[src/rtl/hh_pkg.sv]
package hh_pkg;
  localparam int PH_W = 10;
  localparam logic [PH_W-1:0] PH_HI    = 10'h234;
  localparam logic [PH_W-1:0] PH_LO    = 10'h0D0;
  localparam logic [PH_W-1:0] PH_NZ_HI = 10'h2D0;
  localparam logic [PH_W-1:0] PH_NZ_LO = 10'h034;
  localparam logic [23:0]     NOISE_POLY = 24'h800302;
endpackage

[src/rtl/hh_noise_sr.sv]
module hh_noise_sr #(
  parameter int W = 23,
  parameter logic [W:0] POLY = hh_pkg::NOISE_POLY[W:0]
) (
  input  logic         clk_i,
  input  logic         rst_ni,
  input  logic         step_i,
  output logic [W-1:0] q_o
);
  localparam logic [W-1:0] FB = POLY[W:1];
  logic [W-1:0] q_q;

  always_ff @(posedge clk_i or negedge rst_ni) begin
    if (!rst_ni)     q_q <= W'(1);
    else if (step_i) q_q <= (q_q >> 1) ^ (q_q[0] ? FB : '0);
  end
  assign q_o = q_q;

  assert_sr_hold_R4: assert property (@(posedge clk_i) disable iff (!rst_ni)
    !step_i |=> $stable(q_q));
  assert_sr_nonzero_R4: assert property (@(posedge clk_i) disable iff (!rst_ni)
    q_q != '0);
endmodule

[src/rtl/hh_rate_acc.sv]
module hh_rate_acc #(
  parameter int INT_W = 16,
  parameter int FRAC_W = 16,
  parameter int MAX_STEPS = 4,
  localparam int CNT_W = $clog2(MAX_STEPS + 1)
) (
  input  logic                    clk_i,
  input  logic                    rst_ni,
  input  logic                    en_i,
  input  logic [INT_W+FRAC_W-1:0] inc_i,
  output logic [CNT_W-1:0]        steps_o
);
  logic [FRAC_W-1:0]       frac_q;
  logic [INT_W+FRAC_W:0]   sum;
  logic [INT_W:0]          whole;

  assign sum   = {{(INT_W+1){1'b0}}, frac_q} + {1'b0, inc_i};
  assign whole = sum[FRAC_W +: INT_W+1];
  assign steps_o = (whole > (INT_W+1)'(MAX_STEPS)) ? CNT_W'(MAX_STEPS)
                                                  : whole[CNT_W-1:0];

  always_ff @(posedge clk_i or negedge rst_ni) begin
    if (!rst_ni)   frac_q <= '0;
    else if (en_i) frac_q <= sum[FRAC_W-1:0];
  end

  assert_frac_hold_R10: assert property (@(posedge clk_i) disable iff (!rst_ni)
    !en_i |=> $stable(frac_q));
endmodule

[src/rtl/hh_phase_sel.sv]
module hh_phase_sel
  import hh_pkg::*;
#(
  parameter int INT_W = 16
) (
  input  logic [INT_W-1:0] op7_i,
  input  logic [INT_W-1:0] op8_i,
  input  logic             noise_i,
  output logic [PH_W-1:0]  phase_o
);
  logic             res1, force_hi;
  logic [PH_W-1:0]  base;

  always_comb begin
    res1     = (op7_i[2] ^ op7_i[7]) | op7_i[3];
    force_hi = op8_i[3] ^ op8_i[5];
    base     = (res1 || force_hi) ? PH_HI : PH_LO;
    if (noise_i) phase_o = base[9] ? PH_NZ_HI : PH_NZ_LO;
    else         phase_o = base;
  end
endmodule

[src/rtl/hh_phase_gen.sv]
module hh_phase_gen
  import hh_pkg::*;
#(
  parameter int INT_W = 16,
  parameter int FRAC_W = 16,
  parameter int NOISE_W = 23,
  parameter int MAX_STEPS = 4
) (
  input  logic                    clk_i,
  input  logic                    rst_ni,
  input  logic                    sample_i,
  input  logic [INT_W+FRAC_W-1:0] noise_inc_i,
  input  logic [INT_W+FRAC_W-1:0] op7_cnt_i,
  input  logic [INT_W+FRAC_W-1:0] op8_cnt_i,
  output logic [PH_W-1:0]         phase_o,
  output logic                    noise_o,
  output logic                    done_o
);
  localparam int CNT_W = $clog2(MAX_STEPS + 1);

  logic               busy_q, done_q, accept, step;
  logic [CNT_W-1:0]   rem_q, steps;
  logic [INT_W-1:0]   op7_q, op8_q;
  logic [PH_W-1:0]    phase_q, phase_d;
  logic [NOISE_W-1:0] sr;

  assign accept = sample_i && !busy_q;
  assign step   = busy_q && (rem_q != '0);

  hh_rate_acc #(.INT_W(INT_W), .FRAC_W(FRAC_W), .MAX_STEPS(MAX_STEPS)) u_acc (
    .clk_i, .rst_ni, .en_i(accept), .inc_i(noise_inc_i), .steps_o(steps));

  hh_noise_sr #(.W(NOISE_W)) u_sr (
    .clk_i, .rst_ni, .step_i(step), .q_o(sr));

  hh_phase_sel #(.INT_W(INT_W)) u_sel (
    .op7_i(op7_q), .op8_i(op8_q), .noise_i(sr[0]), .phase_o(phase_d));

  always_ff @(posedge clk_i or negedge rst_ni) begin
    if (!rst_ni) begin
      busy_q  <= 1'b0;
      done_q  <= 1'b0;
      rem_q   <= '0;
      op7_q   <= '0;
      op8_q   <= '0;
      phase_q <= '0;
    end else begin
      done_q <= 1'b0;
      if (accept) begin
        busy_q <= 1'b1;
        rem_q  <= steps;
        op7_q  <= op7_cnt_i[FRAC_W +: INT_W];
        op8_q  <= op8_cnt_i[FRAC_W +: INT_W];
      end else if (busy_q) begin
        if (rem_q != '0) begin
          rem_q <= rem_q - 1'b1;
        end else begin
          busy_q  <= 1'b0;
          done_q  <= 1'b1;
          phase_q <= phase_d;
        end
      end
    end
  end

  assign phase_o = phase_q;
  assign noise_o = sr[0];
  assign done_o  = done_q;

  assert_done_pulse_R9: assert property (@(posedge clk_i) disable iff (!rst_ni)
    done_q |=> !done_q);
  assert_steps_cap_R3: assert property (@(posedge clk_i) disable iff (!rst_ni)
    rem_q <= CNT_W'(MAX_STEPS));
  assert_busy_countdown_R10: assert property (@(posedge clk_i) disable iff (!rst_ni)
    (busy_q && rem_q != '0) |=> (busy_q && rem_q == $past(rem_q) - 1'b1));
  assert_phase_noise_R8: assert property (@(posedge clk_i) disable iff (!rst_ni)
    (done_q && noise_o) |-> (phase_q == PH_NZ_HI || phase_q == PH_NZ_LO));
  assert_phase_legal_R6: assert property (@(posedge clk_i) disable iff (!rst_ni)
    done_q |-> (phase_q == PH_HI || phase_q == PH_LO ||
                phase_q == PH_NZ_HI || phase_q == PH_NZ_LO));
endmodule

[config.mk]
export PLATFORM = sky130hd
export DESIGN_NAME = hh_phase_gen
export DESIGN_NICKNAME = d
export VERILOG_FILES = /design/src/rtl/hh_pkg.sv /design/src/rtl/hh_noise_sr.sv /design/src/rtl/hh_rate_acc.sv /design/src/rtl/hh_phase_sel.sv /design/src/rtl/hh_phase_gen.sv
export SDC_FILE = /design/constraint.sdc
export NUM_CORES = 1
export LEC_CHECK = 0
export BUFFER_PORTS_ARGS = -buffer_cell sky130_fd_sc_hd__clkbuf_2
export CORE_MARGIN = 1.5
export CORE_UTILIZATION = 50
export DETAILED_ROUTE_END_ITERATION = 8
export PLACE_DENSITY = 0.77
export SLEW_MARGIN = 20
export SYNTH_ARGS = -nofsm -noshare
export SYNTH_HDL_FRONTEND = slang
export SYNTH_HIERARCHICAL = 1
export SYNTH_SLANG_ARGS = --single-unit
export TNS_END_PERCENT = 30
[constraint.sdc]
create_clock -name clk_i -period 3.6 [get_ports clk_i]
set_clock_uncertainty 0.1 [all_clocks]
set_input_delay 0.72 -clock clk_i [delete_from_list [all_inputs] [get_ports clk_i]]
set_output_delay 0.72 -clock clk_i [all_outputs]
set_load 0.05 [all_outputs]
==> metrics.log <==
[metrics] Leak Pwr: 2.39 nW
[metrics] number of cells on the worst reg-to-reg path: 13
[metrics] Total Nets Final: 647
[metrics] count of warnings emitted by yosys: 6
[metrics] antenna violation net count after detailed routing: 0
[metrics] RSZ-0062 raised after global routing: yes
[metrics] starting DRC count in detailed routing: 160
[metrics] final-layout fill cell count: 657
[metrics] average wire per cell in the routed design: 15.8 µm
[metrics] achievable clock frequency: 276 MHz
[metrics] floorplan die width: 93.8 µm
[metrics] Mapped Cells: 412
[metrics] type of origin of the critical path: input pin
[metrics] Syn Std Cell Area: 4120 µm²
[metrics] CP max stage delay: 560 ps
[metrics] die outline height: 93.8 µm
[metrics] measured slew at the worst slew-check pin: 909 ps
[metrics] number of maximum-capacitance constraint violations: 0
[metrics] clock latency on the worst-skew pair: 340 ps
[metrics] total number of vias: 3529
[metrics] GP Congestion: 0.907
[metrics] cell depth of the worst min-delay path: 1
[metrics] VDD IR max: 0.333 mV
[metrics] half-perimeter wire length after placement: 7880 µm
[metrics] worst setup slack after placement: -454 ps
[metrics] slew margin rel.: 39.4%
[metrics] antenna violations before repair: 0
[metrics] data arrival time at the worst-slack endpoint: 3740 ps
[metrics] number of buffers on the longest clock path: 2
[metrics] CTS tree: built
[metrics] pin count of the biggest net entering global routing: 43
[metrics] proportion of layout cells with a drive suffix above 1: 44.2%
[metrics] critical path's slowest cell: or4_4
[metrics] number of sinks driven by the clock tree: 59
[metrics] post-detailed-route via-to-cell ratio: 5.55
[metrics] first drt pass iteration count: 5
[metrics] CP max FO: 5
[metrics] Period minus WS final: 3620 ps
[metrics] via count of the first global-routing pass: 3625
[metrics] global-route wire length before repair: 17000 µm
[metrics] clock slew seen by the registers of the worst setup and hold paths: 70 ps
[metrics] final standard cell utilization of the core: 67.0%
[metrics] path class of the lowest-slack min-delay path: reg2reg
[metrics] type of the worst setup path: in2reg
[metrics] total congestion overflow after global routing: 0
[metrics] portion of the clock cycle consumed by the worst path in the final layout: 100%
[metrics] Data required, critical path: 3720 ps
[metrics] violated checks: negative setup slack
[metrics] total I/O pin count: 111
[metrics] area of the die: 8800 µm²
[metrics] number of max-slew violations in the final report: 0
[metrics] Mapped Avg Cell Area: 10.0 µm²
[metrics] antenna cell count: 0
[metrics] final critical-path setup slack: -17.5 ps
[metrics] number of core rows: 32
[metrics] number of clock buffers inserted by TritonCTS: 9
[metrics] post-detailed-route DRC marker count: 0
[metrics] result of the run: finished with violations
[metrics] Total Wirelength: 10100 µm
[metrics] crit-path cells: clkbuf_2 > ha_1 > a21oi_2 > o21ai_0 > or2_1 > o21ai_2 > buf_4 > nand2b_1 > o21ai_0 > or4_4 > or4_4 > a211oi_2 > a21oi_1
[metrics] endpoint kind of the worst setup timing path: register
[metrics] Clock H-tree levels: 3
[metrics] number of failing setup endpoints in the final timing report: 1
[metrics] master cell of the clock root buffer: clkbuf_8
[metrics] Area Overhead vs Synth: 27.5%
[metrics] Total Routing Usage GR: 25.0%
[metrics] CORE AREA: 7850 µm²
[metrics] # port buffers: 51
[metrics] cell area power density: 920 nW/µm²
[metrics] Final Hold Vio Count: 0
[metrics] effective utilization at floorplan: 52.5%
-- sequential cells by signal, indices dropped and copies added, names as in the netlist --
name / flops
phase_o: 10
done_o: 1
op8_q: 2
u_acc/frac_q: 16
u_sr/q_o: 23
busy_q: 1
op7_q: 3
rem_q: 3
-- report_power, final --
| part | leakage [nW] | internal [mW] | switching [mW] | total [mW] |
|---|---|---|---|---|
| Combinational | 1.60 | 1.51 | 1.47 | 2.98 |
| Clock | 0.0987 | 0.338 | 0.273 | 0.610 |
| Sequential | 0.688 | 1.02 | 0.227 | 1.25 |
-- routing by layer --
metal	global-route usage [%]	part of all wire [%]
met4	9.08	2.0
met1	31.1	44
met2	43.4	50
met3	4.13	3.6
met5	0	0
-- placed cells by master, fill, tap and decap left out, drive strengths merged, types with 6 or more instances in the layout --
master,instances
buf,86
clkbuf,59
dfrtp,58
mux2,49
nor2,26
a21oi,23
nand2,22
ha,18
o21ai,18
inv,16
xnor2,15
nand4,13
nand3,13
xor2,10
nor3,10
mux2i,6
nor4,6
a211oi,6
-- repair_timing --
| item | 4_1_cts | 5_1_grt |
|---|---|---|
| setup endpoints to repair | 2 | 3 |
| pin swaps | 11 | 2 |
| resized for setup | 4 | 11 |
| setup buffers | 3 | 0 |
| hold buffers | 0 | 0 |
-- final timing paths --
| path | slack (ps) | start | endpoint |
|---|---|---|---|
| min in group asynchronous | 400 | rst_ni | u_acc/frac_q[1]$_DFFE_PN0P_ |
| min | 390 | rem_q[0]$_DFFE_PN0P_ | rem_q[0]$_DFFE_PN0P_ |
| max | -20 | noise_inc_i[9] | rem_q[2]$_DFFE_PN0P_ |
| min reg2reg | 390 | rem_q[0]$_DFFE_PN0P_ | rem_q[0]$_DFFE_PN0P_ |
| max in group asynchronous | 2230 | rst_ni | u_sr/q_o[0]$_DFFE_PN1P_ |
| max reg2reg | 10 | u_acc/frac_q[0]$_DFFE_PN0P_ | rem_q[2]$_DFFE_PN0P_ |
-- final cells by class --
class / count / area, µm² / share of cell area (%)
tap: 102 / 128 / 2.43
timing repair buffer: 135 / 896 / 17.0
sequential: 59 / 1480 / 28.1
inverter: 15 / 56.3 / 1.07
clock inverter: 6 / 63.8 / 1.21
clock buffer: 10 / 138 / 2.62
multi-input combinational: 309 / 2500 / 47.5
-- critical path: cells and delay by family --
kind                       cells  cell delay, ps
AOI/OAI and AO/OA              6             920
and+or+nand+nor                4            1480
adders and majority gates      1             360
buffers and inverters          2             260
-- stage by stage --
stage | hold slack (ps) | instances | TNS (ps) | power, mW | instance area (µm²)
6_report | 393 | 636 | -17.5 | 4.84 | 5260
4_1_cts | 390 | 636 | -73.6 | 4.80 | 5200
5_1_grt | 417 | 636 | -137 | 5.19 | 5260
3_5_place_dp | 374 | 617 | -1140 | 4.13 | 4960
3_3_place_gp | 373 | 617 | -1010 | 4.02 | 4960
2_1_floorplan | 324 | 415 | -152 | 3.26 | 4180
Note: power is estimated with default switching activity, not from simulation.
